$ cat config.mk
export PLATFORM = sky130hd
export DESIGN_NAME = spi_regfile
export DESIGN_NICKNAME = d
export VERILOG_FILES = /design/src/rtl/spi_rf_pkg.sv /design/src/rtl/spi_rf_decode.sv /design/src/rtl/spi_rf_irq.sv /design/src/rtl/spi_rf_ctrl.sv /design/src/rtl/spi_regfile.sv
export SDC_FILE = /design/constraint.sdc
export NUM_CORES = 1
export LEC_CHECK = 0
export BUFFER_PORTS_ARGS = -buffer_cell sky130_fd_sc_hd__buf_4
export CAP_MARGIN = 5
export CORE_ASPECT_RATIO = 0.75
export CORE_MARGIN = 10
export CORE_UTILIZATION = 45
export CTS_CLUSTER_SIZE = 14
export DETAILED_ROUTE_END_ITERATION = 16
export PLACE_DENSITY_LB_ADDON = 0.12
export SLEW_MARGIN = 5
export SYNTH_ARGS = -nofsm -noshare
export SYNTH_HDL_FRONTEND = slang
export SYNTH_HIERARCHICAL = 1
export SYNTH_SLANG_ARGS = --single-unit
$ cat constraint.sdc
create_clock -name clk -period 1.82 [get_ports clk]
set_input_delay 0.091 -clock clk [delete_from_list [all_inputs] [get_ports clk]]
set_output_delay 0.091 -clock clk [all_outputs]
set_load 0.01 [all_outputs]
$ cat src/rtl/spi_rf_pkg.sv
package spi_rf_pkg;
  localparam int NIRQ = 7;
  localparam int NREG = 11;

  typedef enum logic [3:0] {
    RG_CFG  = 4'd0,
    RG_ISR  = 4'd1,
    RG_IEN  = 4'd2,
    RG_IDIS = 4'd3,
    RG_IMSK = 4'd4,
    RG_ENA  = 4'd5,
    RG_DLY  = 4'd6,
    RG_TXD  = 4'd7,
    RG_RXD  = 4'd8,
    RG_IDLE = 4'd9,
    RG_THR  = 4'd10
  } reg_idx_e;

  // bits 2,3,4 follow a live condition; the rest latch on a rising edge
  localparam logic [NIRQ-1:0] LEVEL_MASK = 7'b0011100;
  localparam logic [NIRQ-1:0] EDGE_MASK  = ~LEVEL_MASK;

  function automatic logic [NIRQ-1:0] stat_next(input logic [NIRQ-1:0] stat,
                                                input logic [NIRQ-1:0] setv,
                                                input logic [NIRQ-1:0] clrv);
    return setv | (stat & ~clrv);
  endfunction

  function automatic logic [NIRQ-1:0] mask_next(input logic [NIRQ-1:0] mask,
                                                input logic [NIRQ-1:0] setv,
                                                input logic [NIRQ-1:0] clrv);
    return (mask | setv) & ~clrv;
  endfunction
endpackage

$ cat src/rtl/spi_rf_decode.sv
module spi_rf_decode
  import spi_rf_pkg::*;
#(
  parameter int ADDR_W = 8
) (
  input  logic [ADDR_W-1:0] addr,
  input  logic              wr,
  input  logic              rd,
  output logic [NREG-1:0]   hit,
  output logic [NREG-1:0]   wsel,
  output logic              pop
);
  localparam int IDX_W = ADDR_W - 2;

  for (genvar i = 0; i < NREG; i++) begin : g_hit
    assign hit[i] = (addr[ADDR_W-1:2] == IDX_W'(i)) && (addr[1:0] == 2'b00);
  end

  assign wsel = hit & {NREG{wr}};
  assign pop  = rd & hit[RG_RXD];
endmodule

$ cat src/rtl/spi_rf_irq.sv
module spi_rf_irq
  import spi_rf_pkg::*;
(
  input  logic            clk,
  input  logic            rst_n,
  input  logic [NIRQ-1:0] ev_raw,
  input  logic            wr_isr,
  input  logic            wr_ien,
  input  logic            wr_idis,
  input  logic [NIRQ-1:0] wbits,
  output logic [NIRQ-1:0] stat_q,
  output logic [NIRQ-1:0] mask_q,
  output logic [NIRQ-1:0] rise_vec,
  output logic            irq
);
  logic [NIRQ-1:0] ev_q;
  logic [NIRQ-1:0] set_vec;
  logic [NIRQ-1:0] clr_vec;

  assign rise_vec = ev_raw & ~ev_q;

  for (genvar i = 0; i < NIRQ; i++) begin : g_src
    if (LEVEL_MASK[i]) begin : g_lvl
      assign set_vec[i] = ev_raw[i];
    end else begin : g_edge
      assign set_vec[i] = rise_vec[i];
    end
  end

  assign clr_vec = wr_isr ? wbits : '0;

  always_ff @(posedge clk or negedge rst_n) begin
    if (!rst_n) begin
      ev_q   <= '0;
      stat_q <= '0;
      mask_q <= '0;
    end else begin
      ev_q   <= ev_raw;
      stat_q <= stat_next(stat_q, set_vec, clr_vec);
      mask_q <= mask_next(mask_q, wr_ien ? wbits : '0, wr_idis ? wbits : '0);
    end
  end

  assign irq = |(stat_q & mask_q);
endmodule

$ cat src/rtl/spi_rf_ctrl.sv
module spi_rf_ctrl #(
  parameter int DATA_W = 32,
  parameter int CFG_W  = 18,
  parameter int IDLE_W = 8,
  parameter int THR_W  = 7
) (
  input  logic              clk,
  input  logic              rst_n,
  input  logic [DATA_W-1:0] wdata,
  input  logic              wr_cfg,
  input  logic              wr_ena,
  input  logic              wr_dly,
  input  logic              wr_idle,
  input  logic              wr_thr,
  output logic [CFG_W-1:0]  cfg_q,
  output logic              ena_q,
  output logic [DATA_W-1:0] dly_q,
  output logic [IDLE_W-1:0] idle_q,
  output logic [THR_W-1:0]  thr_q
);
  always_ff @(posedge clk or negedge rst_n) begin
    if (!rst_n) begin
      cfg_q  <= '0;
      ena_q  <= 1'b0;
      dly_q  <= '0;
      idle_q <= '0;
      thr_q  <= THR_W'(1);
    end else begin
      if (wr_cfg)  cfg_q  <= wdata[CFG_W-1:0];
      if (wr_ena)  ena_q  <= wdata[0];
      if (wr_dly)  dly_q  <= wdata;
      if (wr_idle) idle_q <= wdata[IDLE_W-1:0];
      if (wr_thr)  thr_q  <= wdata[THR_W-1:0];
    end
  end
endmodule

$ cat src/rtl/spi_regfile.sv
module spi_regfile
  import spi_rf_pkg::*;
#(
  parameter int ADDR_W     = 8,
  parameter int DATA_W     = 32,
  parameter int CFG_W      = 18,
  parameter int IDLE_W     = 8,
  parameter int FIFO_DEPTH = 128,
  parameter int THR_W      = $clog2(FIFO_DEPTH)
) (
  input  logic              clk,
  input  logic              rst_n,
  input  logic              bus_wr,
  input  logic              bus_rd,
  input  logic [ADDR_W-1:0] bus_addr,
  input  logic [DATA_W-1:0] bus_wdata,
  output logic [DATA_W-1:0] bus_rdata,
  output logic              tx_push,
  output logic [7:0]        tx_byte,
  output logic              rx_pop,
  input  logic [7:0]        rx_byte,
  input  logic [NIRQ-1:0]   ev_raw,
  output logic [CFG_W-1:0]  ctrl_cfg,
  output logic              ctrl_enable,
  output logic [DATA_W-1:0] ctrl_delay,
  output logic [IDLE_W-1:0] ctrl_idle,
  output logic [THR_W-1:0]  ctrl_thresh,
  output logic              irq
);
  logic [NREG-1:0] hit;
  logic [NREG-1:0] wsel;
  logic [NIRQ-1:0] stat_q;
  logic [NIRQ-1:0] mask_q;
  logic [NIRQ-1:0] rise_vec;

  spi_rf_decode #(.ADDR_W(ADDR_W)) u_dec (
    .addr (bus_addr),
    .wr   (bus_wr),
    .rd   (bus_rd),
    .hit  (hit),
    .wsel (wsel),
    .pop  (rx_pop)
  );

  spi_rf_irq u_irq (
    .clk      (clk),
    .rst_n    (rst_n),
    .ev_raw   (ev_raw),
    .wr_isr   (wsel[RG_ISR]),
    .wr_ien   (wsel[RG_IEN]),
    .wr_idis  (wsel[RG_IDIS]),
    .wbits    (bus_wdata[NIRQ-1:0]),
    .stat_q   (stat_q),
    .mask_q   (mask_q),
    .rise_vec (rise_vec),
    .irq      (irq)
  );

  spi_rf_ctrl #(
    .DATA_W (DATA_W),
    .CFG_W  (CFG_W),
    .IDLE_W (IDLE_W),
    .THR_W  (THR_W)
  ) u_ctrl (
    .clk     (clk),
    .rst_n   (rst_n),
    .wdata   (bus_wdata),
    .wr_cfg  (wsel[RG_CFG]),
    .wr_ena  (wsel[RG_ENA]),
    .wr_dly  (wsel[RG_DLY]),
    .wr_idle (wsel[RG_IDLE]),
    .wr_thr  (wsel[RG_THR]),
    .cfg_q   (ctrl_cfg),
    .ena_q   (ctrl_enable),
    .dly_q   (ctrl_delay),
    .idle_q  (ctrl_idle),
    .thr_q   (ctrl_thresh)
  );

  assign tx_push = wsel[RG_TXD];
  assign tx_byte = bus_wdata[7:0];

  always_comb begin
    bus_rdata = '0;
    if (hit[RG_CFG])  bus_rdata = DATA_W'(ctrl_cfg);
    if (hit[RG_ISR])  bus_rdata = DATA_W'(stat_q);
    if (hit[RG_IMSK]) bus_rdata = DATA_W'(mask_q);
    if (hit[RG_ENA])  bus_rdata = DATA_W'(ctrl_enable);
    if (hit[RG_DLY])  bus_rdata = ctrl_delay;
    if (hit[RG_RXD])  bus_rdata = DATA_W'(rx_byte);
    if (hit[RG_IDLE]) bus_rdata = DATA_W'(ctrl_idle);
    if (hit[RG_THR])  bus_rdata = DATA_W'(ctrl_thresh);
  end
endmodule

Yosys cells after proc, flatten, opt, wreduce, memory -nomap -nowiden
Index checks and enable logic that the tools add are counted.
Storage, ports and cells
  word-level logic and storage cells: 54
  input bits: 59
  bits in registers: 87
Cells by class
  eq/ne operators: 10
  reduce and logical (&&, ||, !) cells: 14
  muxes and demuxes: 11
  bitwise logic cells: 11
Operators by type and width (count)
  two-way mux 32 bit: 7
  AND 7 bit: 4
  equality test 6 x 3 -> 1 bit (second input constant): 4
  two-way mux 7 bit: 3
  inverter 7 bit: 3
  equality test 6 x 4 -> 1 bit (second input constant): 3
  two-way mux 18 bit: 1
  bitwise OR 7 bit: 2
  equality test 6 x 2 -> 1 bit (second input constant): 2
  AND 11 bit: 1
  logical AND 1 bit: 11
  OR reduction 7 bit: 1
  equality test 6 x 1 -> 1 bit (second input constant): 1
  logical NOT 6 bit: 1
  logical NOT 2 bit: 1
  AND 1 bit: 1

Logic depth before layout (Yosys ltp)
  depth in word-level cells: 10
  gate-level depth with buffers: 10
  gate-level depth less buffers: 6

Modules after synthesis
The synthesis kept the hierarchy.
Modules (own cells, without submodules)
  spi_rf_ctrl: instances 1, area an instance 2658.8 um2, seq. area each 1652.8 um2, cells each 140
  spi_regfile: instances 1, area an instance 797.0 um2, seq. area each 0.0 um2, cells each 124
  spi_rf_irq: instances 1, area an instance 749.5 um2, seq. area each 525.5 um2, cells each 60
  spi_rf_decode: instances 1, area an instance 274.0 um2, seq. area each 0.0 um2, cells each 39

Worst setup path before layout
OpenSTA, ideal clock, no wires.
  kind: input to output
  start point: input bus_addr[2]
  end point: output bus_rdata[0]
  stages: 7
  data required time: 1.729 ns
  slack: -0.207 ns
  arrival: 1.936 ns
  buffers on the path: 2
  cell sequence: or4_1 buf_2 nor2_1 clkbuf_1 a221oi_1 a211o_1 a21oi_1
RTL lines
  from (decl): RTL line spi_regfile.sv:15  | input logic [ADDR_W-1:0] bus_addr,
  equality test 6 x 3 -> 1 bit: RTL line spi_rf_decode.sv:16  | assign hit[i] = (addr[ADDR_W-1:2] == IDX_W'(i)) && (addr[1:0] == 2'b00);
  logical AND 1 bit: RTL line spi_rf_decode.sv:16
  net hit[4]: RTL line spi_regfile.sv:30  | logic [NREG-1:0] hit;
  two-way mux 32 bit: RTL line spi_regfile.sv:87  | if (hit[RG_IMSK]) bus_rdata = DATA_W'(mask_q);
  two-way mux 32 bit: RTL line spi_regfile.sv:88  | if (hit[RG_ENA]) bus_rdata = DATA_W'(ctrl_enable);
  two-way mux 32 bit: RTL line spi_regfile.sv:89  | if (hit[RG_DLY]) bus_rdata = ctrl_delay;
  two-way mux 32 bit: RTL line spi_regfile.sv:90  | if (hit[RG_RXD]) bus_rdata = DATA_W'(rx_byte);
  two-way mux 32 bit: RTL line spi_regfile.sv:91  | if (hit[RG_IDLE]) bus_rdata = DATA_W'(ctrl_idle);
  two-way mux 32 bit: RTL line spi_regfile.sv:92  | if (hit[RG_THR]) bus_rdata = DATA_W'(ctrl_thresh);
  to (decl): RTL line spi_regfile.sv:17  | output logic [DATA_W-1:0] bus_rdata,
The timed path passes the listed nets, and every way through them passes these cells.

Final worst setup path
  start point: input bus_addr[6]
  end point: output bus_rdata[3]
RTL lines
  equality test 6 x 1 -> 1 bit: RTL line spi_rf_decode.sv:16
  logical AND 1 bit: RTL line spi_rf_decode.sv:16
  net hit[1]: RTL line spi_regfile.sv:30
  two-way mux 32 bit: RTL line spi_regfile.sv:86  | if (hit[RG_ISR]) bus_rdata = DATA_W'(stat_q);
  two-way mux 32 bit: RTL line spi_regfile.sv:87
  two-way mux 32 bit: RTL line spi_regfile.sv:88
  two-way mux 32 bit: RTL line spi_regfile.sv:89
  two-way mux 32 bit: RTL line spi_regfile.sv:90
  two-way mux 32 bit: RTL line spi_regfile.sv:91
  two-way mux 32 bit: RTL line spi_regfile.sv:92
The timed path passes the listed nets, and every way through them passes these cells.

==> impl_metrics.csv <==
group,metric,value,unit
worst_setup_path,max_stage_delay,550,ps
clock_network,clock_latency,340,ps
cells_and_area,fin_area,6780,um2
logic_synthesis,postSynthCellCount,352,
worst_setup_path,critPathRequiredTime,1730,ps
worst_setup_path,crit_top_cell,"buf_6",
timing,hold_viol_final,0,
worst_setup_path,worst-setup-path-type,"primary input to output port",
hold_path,hold_class,"primary input to flop",
worst_setup_path,crit_path_cell_trace,"buf_6 -> or4b_4 -> nor2_4 -> nor2b_4 -> buf_6 -> a221o_1 -> a221oi_2 -> o21ai_1 -> buf_4",
place,gp_congestion,0.879,
global_route,grt_pass1_wl,22.7,mm
worst_setup_path,worstPathMaxFanout,6,
route,num_vias,3778,
timing,layout_setup_ws,-281,ps
global_route,grt_pass1_vias,4167,
floorplanning,start_util,0.472,
outcome,outcome,"complete, but fails checks",
route,drt_iter0_markers,192,
clock_network,cts_tree,"yes",
cells_and_area,drive_gt1_frac,0.581,
timing,period_minus_slack,2100,ps
global_route,overflow,0,
pwr,ir_drop,0.446,mV
worst_setup_path,critPathBufInv,3,
cells_and_area,area_growth_syn_to_layout,55.7,%
logic_synthesis,synth_area,4350,um2
logic_synthesis,avgSynthCellArea,12.4,um2
timing,finalMaxSlewViolations,0,
logic_synthesis,ys_warn_count,6,
route,drc,0,
pwr,leakage,3.35,nW
floorplanning,rows,30,
clock_network,clkTransAtPathRegs,60,ps
global_route,track_usage,0.201,
worst_setup_path,cp_top_family,"compound AO/OA/AOI/OAI gates",
route,postRouteAntennaNets,0,
run,cap_violations,0,
clock_network,numCtsBuffers,9,
worst_setup_path,worst_ep_arrival_time,2010,ps
place,place.detailed.hpwl,10.6,mm
place,place_ws,-385,ps
timing,clock_skew,6.97,ps
timing,setup_viol,18,
route,via_per_inst,5.31,
place,io_buffers,167,
route,wl_per_cell,20.6,um
clock_network,clkSinkCount,84,
floorplanning,core_area,9230,um2
floorplanning,die_y,105,um
cells_and_area,fillers,677,
route,firstDrtPassIters,4,
floorplanning,dieWidth,134,um
clock_network,cts_buffer_depth,2,
cells_and_area,multi_input_area,2060,um2
outcome,violations,"negative setup slack",
worst_setup_path,cp-start-kind,"primary input",
cells_and_area,layout.nets,636,
place,placed_cell_area,5910,um2
global_route,antenna_found_initial,1,
worst_setup_path,slowest_stage,"or4b_4",
route,routed_wl,14.6,mm
cells_and_area,seqCellArea,2100,um2
clock_network,root_buffer,"clkbuf_16",
clock_network,htreeDepth,3,
floorplanning,die-area,14100,um2
logic_synthesis,syn-num-nets,411,
timing,clock.fmax,476,MHz
timing,fin_crit_sh,1.15,
pwr,power_density,702,nW/um2
timing,rsz0062_at_grt,"true",
global_route,grt_max_degree,42,
timing,slew_headroom,0.632,
floorplanning,ioPinCount,168,
worst_setup_path,worst_setup_path_end_kind,"output port",
timing,tightest_slew,552,ps
==> layout by cell type, fill, tap and decap left out, drive strengths merged, types with 7 or more instances in the layout <==
cell / instances
a221oi: 7
dlygate4sd3: 35
dfrtp: 83
nor3: 13
a21oi: 26
a22oi: 18
clkbuf: 11
a21o: 7
nor2b: 7
nand2: 8
nor2: 19
mux2: 66
inv: 13
o21ai: 13
buf: 214
and3: 14
==> sequential cells by signal, summed over array words and instances (netlist names) <==
| name | cells |
|---|---|
| u_irq/stat_q | 7 |
| u_irq/ev_q | 4 |
| u_ctrl/ena_q | 1 |
| u_ctrl/dly_q | 32 |
| u_ctrl/idle_q | 8 |
| u_ctrl/thr_q | 7 |
| u_irq/mask_q | 7 |
| u_ctrl/cfg_q | 18 |
==> repair_timing <==
action                                  CTS  global route
pin swaps                                25            19
setup buffers                             6             1
hold endpoints to repair                 82             0
endpoints found under the setup margin   32            32
hold buffers                             35             0
resized for setup                        22             9
==> power breakdown <==
part / switching, mW / internal, mW
registers: 0.0760 / 1.95
clock network: 0.744 / 1.38
logic: 0.250 / 0.356
==> per-layer routing <==
metal	routed length, um	up-vias	track usage
li1	-	1728	-
met4	176	0	0.0457
met3	1190	17	0.0775
met2	7180	152	0.332
met1	6080	1881	0.243
met5	0	-	0
==> metrics by stage <==
step,util,power [mW],instances,setup TNS [ps],hold slack [ps]
final,0.734,4.76,711,-3330,16.2
after floorplan,-,2.23,352,-304,-205
after CTS,0.729,4.80,709,-3590,4.07
after global routing,0.734,4.93,711,-4570,10.8
after detailed placement,0.640,2.59,653,-15020,112
after global placement,0.640,2.57,653,-11630,108
==> layout make-up <==
class	count	area share
antenna	1	0.000369
multi-input combinational	221	0.305
inverter	12	0.00664
timing repair buffer	249	0.303
sequential	84	0.310
clock buffer	11	0.0358
tap	128	0.0236
clock inverter	5	0.0157
==> worst paths after layout <==
path                                       from          endpoint  slack (ps)  depth (start not counted)
max in group asynchronous                 rst_n  u_ctrl/idle_q[2]         950                          3
worst min register to register  u_irq/stat_q[6]   u_irq/stat_q[6]         520                          1
worst max register to register  u_ctrl/dly_q[3]   u_ctrl/dly_q[3]        1000                          1
worst min-delay path               bus_wdata[1]   u_irq/mask_q[1]          20                          2
min in group asynchronous                 rst_n   u_ctrl/dly_q[4]         270                          2
worst max-delay path                bus_addr[6]      bus_rdata[3]        -280                          9
No activity file was read; power rests on OpenSTA's default activity.
